--- config.mk ---
export PLATFORM = sky130hd
export DESIGN_NAME = cntdn_timer
export DESIGN_NICKNAME = d
export VERILOG_FILES = /design/src/rtl/cntdn_pkg.sv /design/src/rtl/cntdn_ctrl.sv /design/src/rtl/cntdn_dp.sv /design/src/rtl/cntdn_timer.sv
export SDC_FILE = /design/constraint.sdc
export NUM_CORES = 1
export LEC_CHECK = 0
export BUFFER_PORTS_ARGS = -buffer_cell sky130_fd_sc_hd__buf_2
export CAP_MARGIN = 10
export CELL_PAD_IN_SITES_DETAIL_PLACEMENT = 1
export CELL_PAD_IN_SITES_GLOBAL_PLACEMENT = 2
export CORE_AREA = 2 2 128 130
export DETAILED_ROUTE_END_ITERATION = 6
export DIE_AREA = 0 0 130 132
export GPL_TIMING_DRIVEN = 0
export PLACE_DENSITY = 0.95
export SLEW_MARGIN = 0
export SYNTH_ARGS = -nofsm -noshare
export SYNTH_HDL_FRONTEND = slang
export SYNTH_SLANG_ARGS = --single-unit
--- constraint.sdc ---
create_clock -name clk -period 7.47 [get_ports clk]
set_clock_uncertainty 0.1 [all_clocks]
set_input_delay 1.1205 -clock clk [delete_from_list [all_inputs] [get_ports clk]]
set_output_delay 1.1205 -clock clk [all_outputs]
set_load 0.02 [all_outputs]
--- src/rtl/cntdn_pkg.sv ---
package cntdn_pkg;

  localparam int DIVCODE_W = 3;
  localparam int MASK_BIT  = 16;
  localparam int PER_BIT   = 17;

  localparam logic [1:0] ADDR_ENTRY = 2'd0;
  localparam logic [1:0] ADDR_INIT  = 2'd1;
  localparam logic [1:0] ADDR_CUR   = 2'd2;
  localparam logic [1:0] ADDR_DIV   = 2'd3;

  localparam logic [3:0] DIV_KEEP = 4'hB;

  typedef logic [DIVCODE_W-1:0] shift_t;

  // strobes and levels passed from control to datapath
  typedef struct packed {
    logic   restart;
    logic   periodic;
    logic   masked;
    shift_t shift;
  } tmrCtl_t;

  // prescale shift = (code + 1) mod 8
  function automatic shift_t divShift(input shift_t code);
    return code + shift_t'(1);
  endfunction

endpackage

--- src/rtl/cntdn_ctrl.sv ---
module cntdn_ctrl
  import cntdn_pkg::*;
#(
  parameter int CNT_W = 32,
  parameter int VEC_W = 8
) (
  input  logic             clk,
  input  logic             rstN,
  input  logic             regWe,
  input  logic [1:0]       regAddr,
  input  logic [31:0]      regWdata,
  output logic [31:0]      regRdata,
  input  logic [CNT_W-1:0] curCnt,
  output tmrCtl_t          ctl,
  output logic [CNT_W-1:0] loadVal,
  output logic [CNT_W-1:0] initVal,
  output logic [VEC_W-1:0] vector
);

  logic [VEC_W-1:0] vecReg;
  logic             maskReg;
  logic             perReg;
  logic [CNT_W-1:0] initReg;
  logic [3:0]       divReg;
  logic             wrEntry;
  logic             wrInit;
  logic             wrDiv;
  logic             unusedWdata;

  always_comb begin
    wrEntry = regWe && (regAddr == ADDR_ENTRY);
    wrInit  = regWe && (regAddr == ADDR_INIT);
    wrDiv   = regWe && (regAddr == ADDR_DIV);
  end

  assign unusedWdata = ^regWdata;

  always_ff @(posedge clk or negedge rstN) begin
    if (!rstN) begin
      vecReg  <= '0;
      maskReg <= 1'b1;
      perReg  <= 1'b0;
      initReg <= '0;
      divReg  <= '0;
    end else begin
      if (wrEntry) begin
        vecReg  <= regWdata[VEC_W-1:0];
        maskReg <= regWdata[MASK_BIT];
        perReg  <= regWdata[PER_BIT];
      end
      if (wrInit) initReg <= regWdata[CNT_W-1:0];
      if (wrDiv)  divReg  <= regWdata[3:0] & DIV_KEEP;
    end
  end

  always_comb begin
    ctl.restart  = wrInit;
    ctl.periodic = perReg;
    ctl.masked   = maskReg;
    ctl.shift    = divShift({divReg[3], divReg[1:0]});
    loadVal      = regWdata[CNT_W-1:0];
    initVal      = initReg;
    vector       = vecReg;
  end

  always_comb begin
    regRdata = '0;
    case (regAddr)
      ADDR_ENTRY: begin
        regRdata[VEC_W-1:0] = vecReg;
        regRdata[MASK_BIT]  = maskReg;
        regRdata[PER_BIT]   = perReg;
      end
      ADDR_INIT: regRdata = 32'(initReg);
      ADDR_CUR:  regRdata = 32'(curCnt);
      ADDR_DIV:  regRdata = 32'(divReg);
      default:   regRdata = '0;
    endcase
  end

  AST_INIT_ONLY_ON_WRITE: assert property (@(posedge clk) disable iff (!rstN)
    (!(regWe && regAddr == ADDR_INIT)) |=> $stable(initVal));

endmodule

--- src/rtl/cntdn_dp.sv ---
module cntdn_dp
  import cntdn_pkg::*;
#(
  parameter int CNT_W = 32,
  parameter int VEC_W = 8
) (
  input  logic             clk,
  input  logic             rstN,
  input  tmrCtl_t          ctl,
  input  logic [CNT_W-1:0] loadVal,
  input  logic [CNT_W-1:0] initVal,
  input  logic [VEC_W-1:0] vecIn,
  output logic [CNT_W-1:0] curCnt,
  output logic             irqStrobe,
  output logic [VEC_W-1:0] irqVector
);

  localparam int PRE_W = (1 << DIVCODE_W) - 1;
  localparam logic [PRE_W:0] PW_ONE = 1;

  logic [PRE_W-1:0] preCnt;
  logic [PRE_W-1:0] preLimit;
  logic [PRE_W:0]   prePow;
  shift_t           curShift;
  logic             armed;
  logic             tick;
  logic             fireQ;
  logic [VEC_W-1:0] vecQ;

  always_comb begin
    prePow   = PW_ONE << curShift;
    preLimit = PRE_W'(prePow - PW_ONE);
    tick     = (preCnt == preLimit);
  end

  always_ff @(posedge clk or negedge rstN) begin
    if (!rstN) begin
      preCnt   <= '0;
      curShift <= divShift('0);
      curCnt   <= '0;
      armed    <= 1'b0;
      fireQ    <= 1'b0;
      vecQ     <= '0;
    end else if (ctl.restart) begin
      preCnt   <= '0;
      curShift <= ctl.shift;
      curCnt   <= loadVal;
      armed    <= |loadVal;
      fireQ    <= 1'b0;
    end else begin
      fireQ <= 1'b0;
      if (tick) begin
        preCnt   <= '0;
        curShift <= ctl.shift;
        if (curCnt != '0) begin
          curCnt <= curCnt - CNT_W'(1);
        end else if (armed) begin
          fireQ <= !ctl.masked;
          vecQ  <= vecIn;
          if (ctl.periodic) curCnt <= initVal;
          else              armed  <= 1'b0;
        end
      end else begin
        preCnt <= preCnt + PRE_W'(1);
      end
    end
  end

  assign irqStrobe = fireQ;
  assign irqVector = vecQ;

  AST_STROBE_ONE_CYCLE: assert property (@(posedge clk) disable iff (!rstN)
    irqStrobe |=> !irqStrobe);

  AST_MASK_SILENCES: assert property (@(posedge clk) disable iff (!rstN)
    irqStrobe |-> !$past(ctl.masked));

  AST_RESTART_LOADS: assert property (@(posedge clk) disable iff (!rstN)
    ctl.restart |=> (curCnt == $past(loadVal)));

  AST_ONESHOT_HOLDS_ZERO: assert property (@(posedge clk) disable iff (!rstN)
    (!ctl.restart && !ctl.periodic && curCnt == '0) |=> (curCnt == '0));

  AST_STEP_AT_MOST_ONE: assert property (@(posedge clk) disable iff (!rstN)
    (!ctl.restart && curCnt != '0) |=>
      (curCnt == $past(curCnt) || curCnt == $past(curCnt) - CNT_W'(1)));

endmodule

--- src/rtl/cntdn_timer.sv ---
module cntdn_timer
  import cntdn_pkg::*;
#(
  parameter int CNT_W = 32,
  parameter int VEC_W = 8
) (
  input  logic             clk,
  input  logic             rstN,
  input  logic             regWe,
  input  logic [1:0]       regAddr,
  input  logic [31:0]      regWdata,
  output logic [31:0]      regRdata,
  output logic             irqStrobe,
  output logic [VEC_W-1:0] irqVector
);

  tmrCtl_t          ctl;
  logic [CNT_W-1:0] loadVal;
  logic [CNT_W-1:0] initVal;
  logic [CNT_W-1:0] curCnt;
  logic [VEC_W-1:0] vector;

  cntdn_ctrl #(.CNT_W(CNT_W), .VEC_W(VEC_W)) i_ctrl (
    .clk      (clk),
    .rstN     (rstN),
    .regWe    (regWe),
    .regAddr  (regAddr),
    .regWdata (regWdata),
    .regRdata (regRdata),
    .curCnt   (curCnt),
    .ctl      (ctl),
    .loadVal  (loadVal),
    .initVal  (initVal),
    .vector   (vector)
  );

  cntdn_dp #(.CNT_W(CNT_W), .VEC_W(VEC_W)) i_dp (
    .clk       (clk),
    .rstN      (rstN),
    .ctl       (ctl),
    .loadVal   (loadVal),
    .initVal   (initVal),
    .vecIn     (vector),
    .curCnt    (curCnt),
    .irqStrobe (irqStrobe),
    .irqVector (irqVector)
  );

endmodule

==> flow_metrics.py <==
metrics = {
    "synth": {
        "syn_area_um2": 5920,
        "syn_avg_cell_area_um2": 8.50,
        "yosysWarnings": 0,
        "synth.top_cell.area_share": 0.402,
        "synth.distinct_cells": 70,
        "yosysTopAreaCell": "dfrtp_1",
        "syn_nets": 743,
        "synth-main-ff-cell": "dfrtp_1",
        "synth_most_common_cell": "nand2_1",
        "synthTopCellsByCount": "nand2_1, dfrtp_1, nor2_1",
        "synthCells": 696,
        "ys_seq_elements": 97,
        "ys_top_cells_by_area": "dfrtp_1, nand2_1, mux2_2",
        "synth_seq_area_share": 0.410,
        "synth-async-reset-ratio": 1.00,
        "synth_edf_count": 0,
    },
    "grt": {
        "use_met1": 0.371,
        "grt_max_degree": 51,
        "grt_usage": 0.273,
        "met3_usage": 0.0341,
        "gr-total-overflow": 0,
        "grtUsageMet2": 0.442,
        "grt_pass1_vias": 6242,
        "grt.busiest_layer": "met2",
        "antenna_found_initial": 0,
        "grt_pass1_wl_um": 35700,
    },
    "setup_path": {
        "required_ps": 7650,
        "cp_top_family": "buffers and inverters",
        "rrSetupSlack_ps": 3770,
        "crit_path_end_kind": "flop",
        "arrival_ps": 4620,
        "path_cells": "buf_2, inv_1, ha_1, clkbuf_1, and2_1, clkbuf_1, clkbuf_1, clkbuf_1, clkbuf_1, nand2_1, o21ai_0",
        "critPathLaunchType": "primary input",
        "crit_slowest_cell": "clkbuf_1",
        "cpMostUsedCell": "clkbuf_1",
        "critPathKind": "in2reg",
        "cpPeakStageDelay_ps": 660,
        "crit_fanout": 10,
        "crit_buf_inv": 7,
    },
    "final_layout": {
        "drive_above_1_share": 0.185,
        "register_area_um2": 2430,
        "instances_no_fill": 1007,
        "final_core_util": 0.438,
        "multi_input_area_um2": 3240,
        "finalNetCount": 833,
        "area_growth_pct": 16.3,
        "fillerInstances": 1930,
        "n_antenna_cell": 0,
    },
    "clock_network": {
        "clock-sinks": 97,
        "cts_resized": 0,
        "cts_hold_buf": 0,
        "cts_tree": "yes",
        "clock_tree.buffer_depth": 2,
        "cts_setup_buffers": 0,
        "numCtsBuffers": 9,
        "clkLatencyLatePin_ps": 370,
        "root_buffer": "clkbuf_16",
        "htree_num_levels": 3,
        "clk_pin_slew_ps": 70,
    },
    "timing": {
        "max_freq_mhz": 226,
        "tightest_slew_ps": 911,
        "rsz0062_at_grt": "false",
        "slew-limit-headroom": 0.388,
        "setup_viol": 0,
        "fin_crit_ps": 4430,
        "fin_crit_sh": 0.594,
        "finalHoldViolCount": 0,
        "tns_ps": 0,
        "drv_slew": 0,
    },
    "die": {
        "initial_core_util": 0.377,
        "fp.coreArea_um2": 15700,
        "die_y_um": 132,
        "ioPinCount": 78,
        "rows": 46,
        "fp.dieW_um": 130,
        "dieArea_um2": 17200,
    },
    "placed_design": {
        "placed_cells": 990,
        "routabilityCongestion": 0.937,
        "place_hpwl_um": 16500,
        "port-buffer-count": 77,
    },
    "pwr": {
        "ir_worst_vdd_mv": 0.118,
        "leakagePower_nw": 3.01,
        "total_power_w": 0.00169,
        "powerDensity_nw_per_um2": 246,
    },
    "routing": {
        "routed_wl_um": 22700,
        "drt_iter0_markers": 554,
        "vias": 6000,
        "drc": 0,
        "postRouteAntennaNets": 0,
        "wl_per_cell_um": 22.6,
        "avgViaCountPerCell": 5.96,
        "first_pass_iters": 5,
    },
    "outcome": {
        "status": "finished clean",
    },
    "min_path": {
        "hp-class": "reg2reg",
    },
    "flow_run": {
        "drv_cap": 0,
    },
}
==> layout make-up <==
class / instances / share of cell area
multi-input combinational: 543 / 0.470
clock buffer: 10 / 0.0333
buffer: 41 / 0.0282
sequential: 97 / 0.353
clock inverter: 6 / 0.00636
inverter: 15 / 0.00818
tap: 216 / 0.0393
timing repair buffer: 79 / 0.0614
==> through the flow <==
step | area (µm²) | hold slack [ps] | worst slack [ps]
global placement | 6580 | 365 | 2770
finish | 6890 | 390 | 3040
floorplan | 5920 | 328 | 3810
detailed placement | 6610 | 375 | 2770
global route | 6890 | 423 | 2900
CTS | 6880 | 384 | 3120
==> worst paths after layout <==
| kind | start | to | depth (start not counted) |
|---|---|---|---|
| max | regAddr[1] | i_dp.curCnt[24] | 11 |
| min | i_ctrl.divReg[0] | i_dp.curShift[0] | 1 |
| max reg2reg | i_dp.curShift[2] | i_dp.curCnt[14] | 12 |
| min reg2reg | i_ctrl.divReg[0] | i_dp.curShift[0] | 1 |
| max in group asynchronous | rstN | i_dp.curShift[0] | 2 |
| min in group asynchronous | rstN | i_ctrl.perReg | 1 |
==> where the power goes <==
group          switching (W)  internal [W]
logic               0.000301      0.000199
clock network       0.000227      0.000228
registers           0.000118      0.000621
==> cell usage in the layout, fill, tap and decap left out, drive strengths merged, types with 7 or more instances in the layout <==
master	synthesis	final
a21boi	7	7
nor2b	23	23
nor2	62	62
nand4	7	7
nor3	14	14
or3	7	7
inv	15	16
buf	13	92
nor4	13	13
a21oi	45	45
nand2	136	136
o21ai	41	41
dfrtp	95	95
nand3	24	24
ha	10	10
a31oi	12	12
and3	7	7
a2bb2oi	9	9
a22oi	29	29
clkbuf	28	38
xnor2	7	7
mux2	21	21
==> cells by family after synthesis <==
family          count (synthesis)  synth area share
fa+ha+maj                      10            0.0211
simple gates                  314             0.260
compound gates                183             0.203
xor+xnor                       11            0.0163
flops                          97             0.410
mux                            25            0.0467
buf+inv                        56            0.0423
==> layer usage <==
metal  routed length, µm  part of all wire
met5                   0                 0
met2               10900              0.48
met4                 667             0.029
met1                9900              0.44
met3                1250             0.055
==> state kept, by name, indices dropped and copies added, names as in the netlist <==
| register | flops |
|---|---|
| i_ctrl.divReg | 3 |
| i_ctrl.initVal | 32 |
| i_ctrl.maskReg | 1 |
| i_ctrl.perReg | 1 |
| i_ctrl.vector | 8 |
| i_dp.armed | 1 |
| i_dp.curCnt | 32 |
| i_dp.curShift | 3 |
| i_dp.irqStrobe | 1 |
| i_dp.irqVector | 8 |
| i_dp.preCnt | 7 |
No activity file was read; power rests on OpenSTA's default activity.
